==> config.mk <==
export PLATFORM = sky130hd
export DESIGN_NAME = phase_core
export DESIGN_NICKNAME = d
export VERILOG_FILES = /design/src/rtl/phase_pkg.sv /design/src/rtl/phase_seq.sv /design/src/rtl/phase_rf.sv /design/src/rtl/phase_alu.sv /design/src/rtl/phase_core.sv
export SDC_FILE = /design/constraint.sdc
export NUM_CORES = 1
export LEC_CHECK = 0
export ABC_AREA = 1
export BUFFER_PORTS_ARGS = -buffer_cell sky130_fd_sc_hd__buf_2
export CAP_MARGIN = 20
export CORE_ASPECT_RATIO = 0.6
export CORE_MARGIN = 5
export CORE_UTILIZATION = 45
export DETAILED_ROUTE_END_ITERATION = 8
export GPL_TIMING_DRIVEN = 0
export PLACE_DENSITY = 0.64
export REMOVE_ABC_BUFFERS = 1
export SLEW_MARGIN = 0
export SYNTH_ARGS = -nofsm -noshare
export SYNTH_HDL_FRONTEND = slang
export SYNTH_SLANG_ARGS = --single-unit
==> constraint.sdc <==
create_clock -name clk -period 4 [get_ports clk]
set_input_delay 0.2 -clock clk [delete_from_list [all_inputs] [get_ports clk]]
set_output_delay 0.2 -clock clk [all_outputs]
set_load 0.1 [all_outputs]
==> src/rtl/phase_pkg.sv <==
package phase_pkg;

   localparam int INSTR_W = 16;
   localparam int OP_W    = 5;
   localparam int IMM_W   = 5;

   typedef enum logic [2:0] {
      PH_FETCH  = 3'd0,
      PH_DECODE = 3'd1,
      PH_EVAL   = 3'd2,
      PH_OPER   = 3'd3,
      PH_EXEC   = 3'd4,
      PH_STORE  = 3'd5
   } phase_e;

   typedef enum logic [1:0] {
      K_NOP  = 2'd0,
      K_ADDR = 2'd1,
      K_ADDI = 2'd2,
      K_LEA  = 2'd3
   } kind_e;

   localparam logic [OP_W-1:0] OPC_ADD_REG = 5'b00010;
   localparam logic [OP_W-1:0] OPC_ADD_IMM = 5'b00011;
   localparam logic [OP_W-1:0] OPC_ADDR_FM = 5'b00110;

   function automatic kind_e classify(input logic [OP_W-1:0] op);
      case (op)
         OPC_ADD_REG: classify = K_ADDR;
         OPC_ADD_IMM: classify = K_ADDI;
         OPC_ADDR_FM: classify = K_LEA;
         default:     classify = K_NOP;
      endcase
   endfunction

endpackage

==> src/rtl/phase_seq.sv <==
module phase_seq
   import phase_pkg::*;
(
   input  logic            clk,
   input  logic            rst_n,
   input  logic [OP_W-1:0] dec_op,
   output phase_e          phase,
   output kind_e           kind
);

   phase_e phase_d;
   kind_e  dec_kind;

   assign dec_kind = classify(dec_op);

   always_comb begin
      case (phase)
         PH_FETCH:  phase_d = PH_DECODE;
         PH_DECODE: begin
            case (dec_kind)
               K_NOP:   phase_d = PH_FETCH;
               K_LEA:   phase_d = PH_EVAL;
               default: phase_d = PH_OPER;
            endcase
         end
         PH_EVAL:   phase_d = PH_OPER;
         PH_OPER:   phase_d = PH_EXEC;
         PH_EXEC:   phase_d = PH_STORE;
         default:   phase_d = PH_FETCH;
      endcase
   end

   always_ff @(posedge clk or negedge rst_n) begin
      if (!rst_n) begin
         phase <= PH_FETCH;
         kind  <= K_NOP;
      end else begin
         phase <= phase_d;
         if (phase == PH_DECODE) kind <= dec_kind;
      end
   end

endmodule

==> src/rtl/phase_rf.sv <==
module phase_rf #(
   parameter int DATA_W = 16,
   parameter int NREG   = 8,
   localparam int RA_W  = $clog2(NREG)
) (
   input  logic              clk,
   input  logic              rst_n,
   input  logic [RA_W-1:0]   ra1,
   input  logic [RA_W-1:0]   ra2,
   output logic [DATA_W-1:0] rd1,
   output logic [DATA_W-1:0] rd2,
   input  logic              we,
   input  logic [RA_W-1:0]   wa,
   input  logic [DATA_W-1:0] wd
);

   logic [DATA_W-1:0] regs_q [NREG];

   always_ff @(posedge clk or negedge rst_n) begin
      if (!rst_n) begin
         for (int i = 0; i < NREG; i++) regs_q[i] <= '0;
      end else if (we) begin
         regs_q[wa] <= wd;
      end
   end

   assign rd1 = regs_q[ra1];
   assign rd2 = regs_q[ra2];

endmodule

==> src/rtl/phase_alu.sv <==
module phase_alu #(
   parameter int DATA_W    = 16,
   parameter bit SPLIT_ADD = 1'b0
) (
   input  logic [DATA_W-1:0] a,
   input  logic [DATA_W-1:0] b,
   output logic [DATA_W-1:0] sum
);

   localparam int LO_W = DATA_W / 2;
   localparam int HI_W = DATA_W - LO_W;

   if (SPLIT_ADD) begin : g_split
      logic [LO_W:0]   lo;
      logic [HI_W-1:0] hi;
      assign lo  = {1'b0, a[LO_W-1:0]} + {1'b0, b[LO_W-1:0]};
      assign hi  = a[DATA_W-1:LO_W] + b[DATA_W-1:LO_W] + HI_W'(lo[LO_W]);
      assign sum = {hi, lo[LO_W-1:0]};
   end else begin : g_flat
      assign sum = a + b;
   end

endmodule

==> src/rtl/phase_core.sv <==
module phase_core
   import phase_pkg::*;
#(
   parameter int PC_W      = 8,
   parameter int DATA_W    = 16,
   parameter int NREG      = 8,
   parameter bit SPLIT_ADD = 1'b0
) (
   input  logic               clk,
   input  logic               rst_n,
   output logic               imem_en,
   output logic [PC_W-1:0]    imem_addr,
   input  logic [15:0]        imem_rdata,
   output logic [2:0]         phase_o,
   output logic               wb_valid,
   output logic [2:0]         wb_addr,
   output logic [DATA_W-1:0]  wb_data
);

   localparam int RA_W   = $clog2(NREG);
   localparam int BODY_W = INSTR_W - OP_W;

   if (NREG != 8) begin : g_bad_nreg
      $error("phase_core: register fields are 3 bits, NREG must be 8");
   end
   if (DATA_W <= IMM_W) begin : g_bad_data
      $error("phase_core: DATA_W must exceed the immediate width");
   end
   if (PC_W < 1) begin : g_bad_pc
      $error("phase_core: PC_W must be positive");
   end

   phase_e             phase;
   kind_e              kind;
   logic [PC_W-1:0]    pc_q;
   logic [BODY_W-1:0]  ir_q;
   logic [DATA_W-1:0]  ea_q, opa_q, opb_q, res_q;
   logic [DATA_W-1:0]  rd1, rd2, imm_ext, alu_a, alu_b, alu_sum;
   logic [RA_W-1:0]    f_dr, f_sr, f_sr2;

   // field slicing from the stored word body (opcode handled at decode)
   assign f_dr    = ir_q[10:8];
   assign f_sr    = ir_q[7:5];
   assign f_sr2   = ir_q[4:2];
   assign imm_ext = {{(DATA_W-IMM_W){ir_q[IMM_W-1]}}, ir_q[IMM_W-1:0]};

   phase_seq u_seq (
      .clk    (clk),
      .rst_n  (rst_n),
      .dec_op (imem_rdata[15:11]),
      .phase  (phase),
      .kind   (kind)
   );

   phase_rf #(.DATA_W(DATA_W), .NREG(NREG)) u_rf (
      .clk   (clk),
      .rst_n (rst_n),
      .ra1   (f_sr),
      .ra2   (f_sr2),
      .rd1   (rd1),
      .rd2   (rd2),
      .we    (phase == PH_STORE),
      .wa    (f_dr),
      .wd    (res_q)
   );

   // one adder shared by evaluate-address and execute
   assign alu_a = (phase == PH_EVAL) ? rd1     : opa_q;
   assign alu_b = (phase == PH_EVAL) ? imm_ext : opb_q;

   phase_alu #(.DATA_W(DATA_W), .SPLIT_ADD(SPLIT_ADD)) u_alu (
      .a   (alu_a),
      .b   (alu_b),
      .sum (alu_sum)
   );

   always_ff @(posedge clk or negedge rst_n) begin
      if (!rst_n) begin
         pc_q  <= '0;
         ir_q  <= '0;
         ea_q  <= '0;
         opa_q <= '0;
         opb_q <= '0;
         res_q <= '0;
      end else begin
         case (phase)
            PH_FETCH:  pc_q <= pc_q + PC_W'(1);
            PH_DECODE: ir_q <= imem_rdata[BODY_W-1:0];
            PH_EVAL:   ea_q <= alu_sum;
            PH_OPER: begin
               opa_q <= (kind == K_LEA) ? ea_q : rd1;
               case (kind)
                  K_ADDR:  opb_q <= rd2;
                  K_ADDI:  opb_q <= imm_ext;
                  default: opb_q <= '0;
               endcase
            end
            PH_EXEC:   res_q <= alu_sum;
            default:   ;
         endcase
      end
   end

   assign imem_en   = (phase == PH_FETCH);
   assign imem_addr = pc_q;
   assign phase_o   = phase;
   assign wb_valid  = (phase == PH_STORE);
   assign wb_addr   = f_dr;
   assign wb_data   = res_q;

endmodule

==> impl_metrics.env <==
export IMPL_status="finished, final reports clean"
export IMPL_cp_max_fo=28
export IMPL_hold_viol=0
export IMPL_fin_crit_ns=3.76
export IMPL_die_h_um=134
export IMPL_clockRootBuffer="clkbuf_16"
export IMPL_finalMaxSlewViolations=0
export IMPL_r2r_slack_ns=0.24
export IMPL_wl_per_cell_um=19.1
export IMPL_syn_cell_area_um2=11600
export IMPL_antenna_found_initial=0
export IMPL_p_comb_share_pct=49.6
export IMPL_fin_crit_sh_pct=93.9
export IMPL_synthTopCellsByArea="dfrtp_1 (47%), o21ai_0 (11%), nand2_1 (10%)"
export IMPL_fin_util_pct=51.9
export IMPL_grt_setup_unrepaired="false"
export IMPL_p_per_area_nw_per_um2=869
export IMPL_yosys_warnings=0
export IMPL_vias_per_cell=5.62
export IMPL_grt_pass1_vias=9590
export IMPL_p_switching_mw=5.56
export IMPL_place_inst=1820
export IMPL_yosysMostFrequentCell="nand2_1"
export IMPL_die_w_um=217
export IMPL_swShare_pct=48.7
export IMPL_hold_class="in2reg"
export IMPL_die_area_um2=29200
export IMPL_worstPathArrival_ns=4.14
export IMPL_vias=10600
export IMPL_core_area_um2=25300
export IMPL_ios=50
export IMPL_worst_pin_slew_ns=1.15
export IMPL_yosysSeqAreaShare_pct=46.6
export IMPL_cp_required_ns=4.38
export IMPL_rows=45
export IMPL_nets=1573
export IMPL_ys_seq_elements=216
export IMPL_max_slew_margin_pct=23.5
export IMPL_routabilityCongestion=0.908
export IMPL_syn_avg_cell_area_um2=7.60
export IMPL_detail_route_wirelength_um=35800
export IMPL_clk_pin_slew_ns=0.07
export IMPL_fin_setup_tns_ns=0
export IMPL_clk_latency_ns=0.54
export IMPL_layoutNonFillerInstCount=1879
export IMPL_cap_violations=0
export IMPL_seqPwrFrac_pct=31.2
export IMPL_setup_worst_path_start_class="flop"
export IMPL_track_usage_pct=23.8
export IMPL_synth_cell_types=34
export IMPL_drive_above_1_share_pct=8.65
export IMPL_drc=0
export IMPL_finClkSkew_ns=0.0233
export IMPL_crit_type="reg2reg"
export IMPL_numPortBuffers=49
export IMPL_overflow=0
export IMPL_grt_pass1_wl_um=55100
export IMPL_synth_common_cells="nand2_1 (315), o21ai_0 (265), dfrtp_1 (216), a21oi_1 (176), inv_1 (135)"
export IMPL_grt_max_degree=116
export IMPL_synth_top_area_share_pct=46.6
export IMPL_clock_sinks=216
export IMPL_setup_viol=0
export IMPL_drt_iter0_markers=1113
export IMPL_crit_path_end_kind="flop"
export IMPL_ctsLongestPathBuffers=3
export IMPL_numCtsBuffers=22
export IMPL_start_util_pct=45.8
export IMPL_fmax_ghz=0.266
export IMPL_ant_nets=0
export IMPL_p_int_mw=5.86
export IMPL_vdd_drop_max_mv=0.474
export IMPL_tritoncts="yes"
export IMPL_h_tree_depth=1
export IMPL_ys_flop_type="dfrtp_1"
export IMPL_synth_edf_count=0
export IMPL_p_leak_nw=6.02
export IMPL_yosysTopAreaCell="dfrtp_1"
export IMPL_drt_pass1_iterations=6
export IMPL_clockPowerShare_pct=19.2
export IMPL_synthArstFlopShare_pct=100
export IMPL_syn_inst=1527
export IMPL_whs_ns=0.0202
export IMPL_area_delta_synth_final_pct=13.2
export IMPL_dp_hpwl_um=22400
placed cells by master, fill, tap and decap left out, types with 4 or more instances in the layout:
cell type      synthesis  routed
a21oi_1              176     176
buf_2                 32      48
o21a_1                14      14
o211ai_1              12      12
clkbuf_8               0       6
nor2_1                84      84
clkbuf_1              54       4
dlygate4sd3_1          0      14
xor2_1                 4       4
o21ai_0              265     264
nand3b_1               6       6
dfrtp_1              216     212
buf_12                 0       6
nor2_4                 4       6
buf_8                  0       4
buf_16                 0       5
nand3_1               87      86
nand2_1              315     315
o21ai_1               41      42
clkbuf_16              0      23
ha_1                  20      20
xnor2_1               10      10
inv_2                  7       8
inv_1                135     133
registers in the layout, indices dropped and copies added (netlist names):
| name | flops |
|---|---|
| wb_data | 16 |
| opb_q | 16 |
| ir_q | 11 |
| u_seq.kind | 2 |
| opa_q | 16 |
| ea_q | 16 |
| imem_addr | 8 |
| u_seq.phase | 3 |
| u_rf.regs_q | 128 |
layer usage:
layer	global-route usage [%]	vias up	part of all wire (%)
li1	-	5075	-
met1	38.0	4995	49
met2	32.7	443	40
met3	5.64	40	10
met4	4.56	0	1.6
met5	0	-	0
repair_timing:
action	in CTS	in global routing
hold buffers	14	0
endpoints found under the setup margin	16	22
buffers inserted	1	3
hold endpoints to repair	113	0
gates resized for setup	4	3
gates cloned	0	1
pin swaps	0	1
through the flow:
| stage | cell area (um^2) | worst slack, ns | power, mW |
|---|---|---|---|
| final | 13100 | 0.242 | 11.4 |
| after global routing | 13100 | 0.00423 | 12.2 |
| after CTS | 13100 | 0.0464 | 11.3 |
| after detailed placement | 12200 | -0.575 | 9.04 |
| after global placement | 11800 | -2.88 | 8.68 |
| after floorplan | 11200 | -0.825 | 7.26 |
final timing paths:
kind | from | endpoint | depth (start not counted)
max | ir_q[6] | wb_data[10] | 19
min | imem_rdata[13] | u_seq.kind[1] | 4
max reg2reg | ir_q[6] | wb_data[10] | 19
min reg2reg | imem_addr[7] | imem_addr[7] | 1
max in group asynchronous | rst_n | ir_q[5] | 3
min in group asynchronous | rst_n | u_rf.regs_q[1] | 2
power groups by stage:
stage	sequential, mW	clock [mW]	combinational [mW]
after global placement	3.81	0	4.87
after CTS	3.57	2.22	5.51
after floorplan	4.40	0	2.86
final	3.56	2.20	5.66
after global routing	3.66	2.31	6.19
after detailed placement	3.61	0	5.43
worst max-delay path: stages (launching register included):
cell	delay (ns)
dfrtp_4	0.63
buf_12	0.24
clkinv_4	0.25
a21oi_1	0.20
o21ai_0	0.11
nand3_1	0.08
o21a_1	0.18
nand2_1	0.06
nand2_1	0.08
ha_1	0.23
inv_1	0.07
fa_1	0.41
o21ai_1	0.28
nand2_1	0.08
nand2_1	0.15
nand3_1	0.15
nand2_1	0.09
nand2_1	0.06
nand3_1	0.12
o21ai_0	0.10
area by class of cell:
| type | count | area [um^2] |
|---|---|---|
| Antenna cell | 1 | 2.50 |
| Clock buffer | 33 | 673 |
| Clock inverter | 6 | 85.1 |
| Fill cell | 2411 | 12200 |
| Inverter | 144 | 548 |
| Multi-Input combinational cell | 1068 | 5260 |
| Sequential cell | 216 | 5420 |
| Tap cell | 329 | 412 |
| Timing Repair Buffer | 82 | 747 |
cells by family after synthesis:
family | synth area share, %
compound gates | 23.0
simple gates | 18.6
buf+inv | 8.50
flops | 46.6
fa+ha+maj | 2.33
xor+xnor | 1.06
Power figures use the tool's default switching activity.
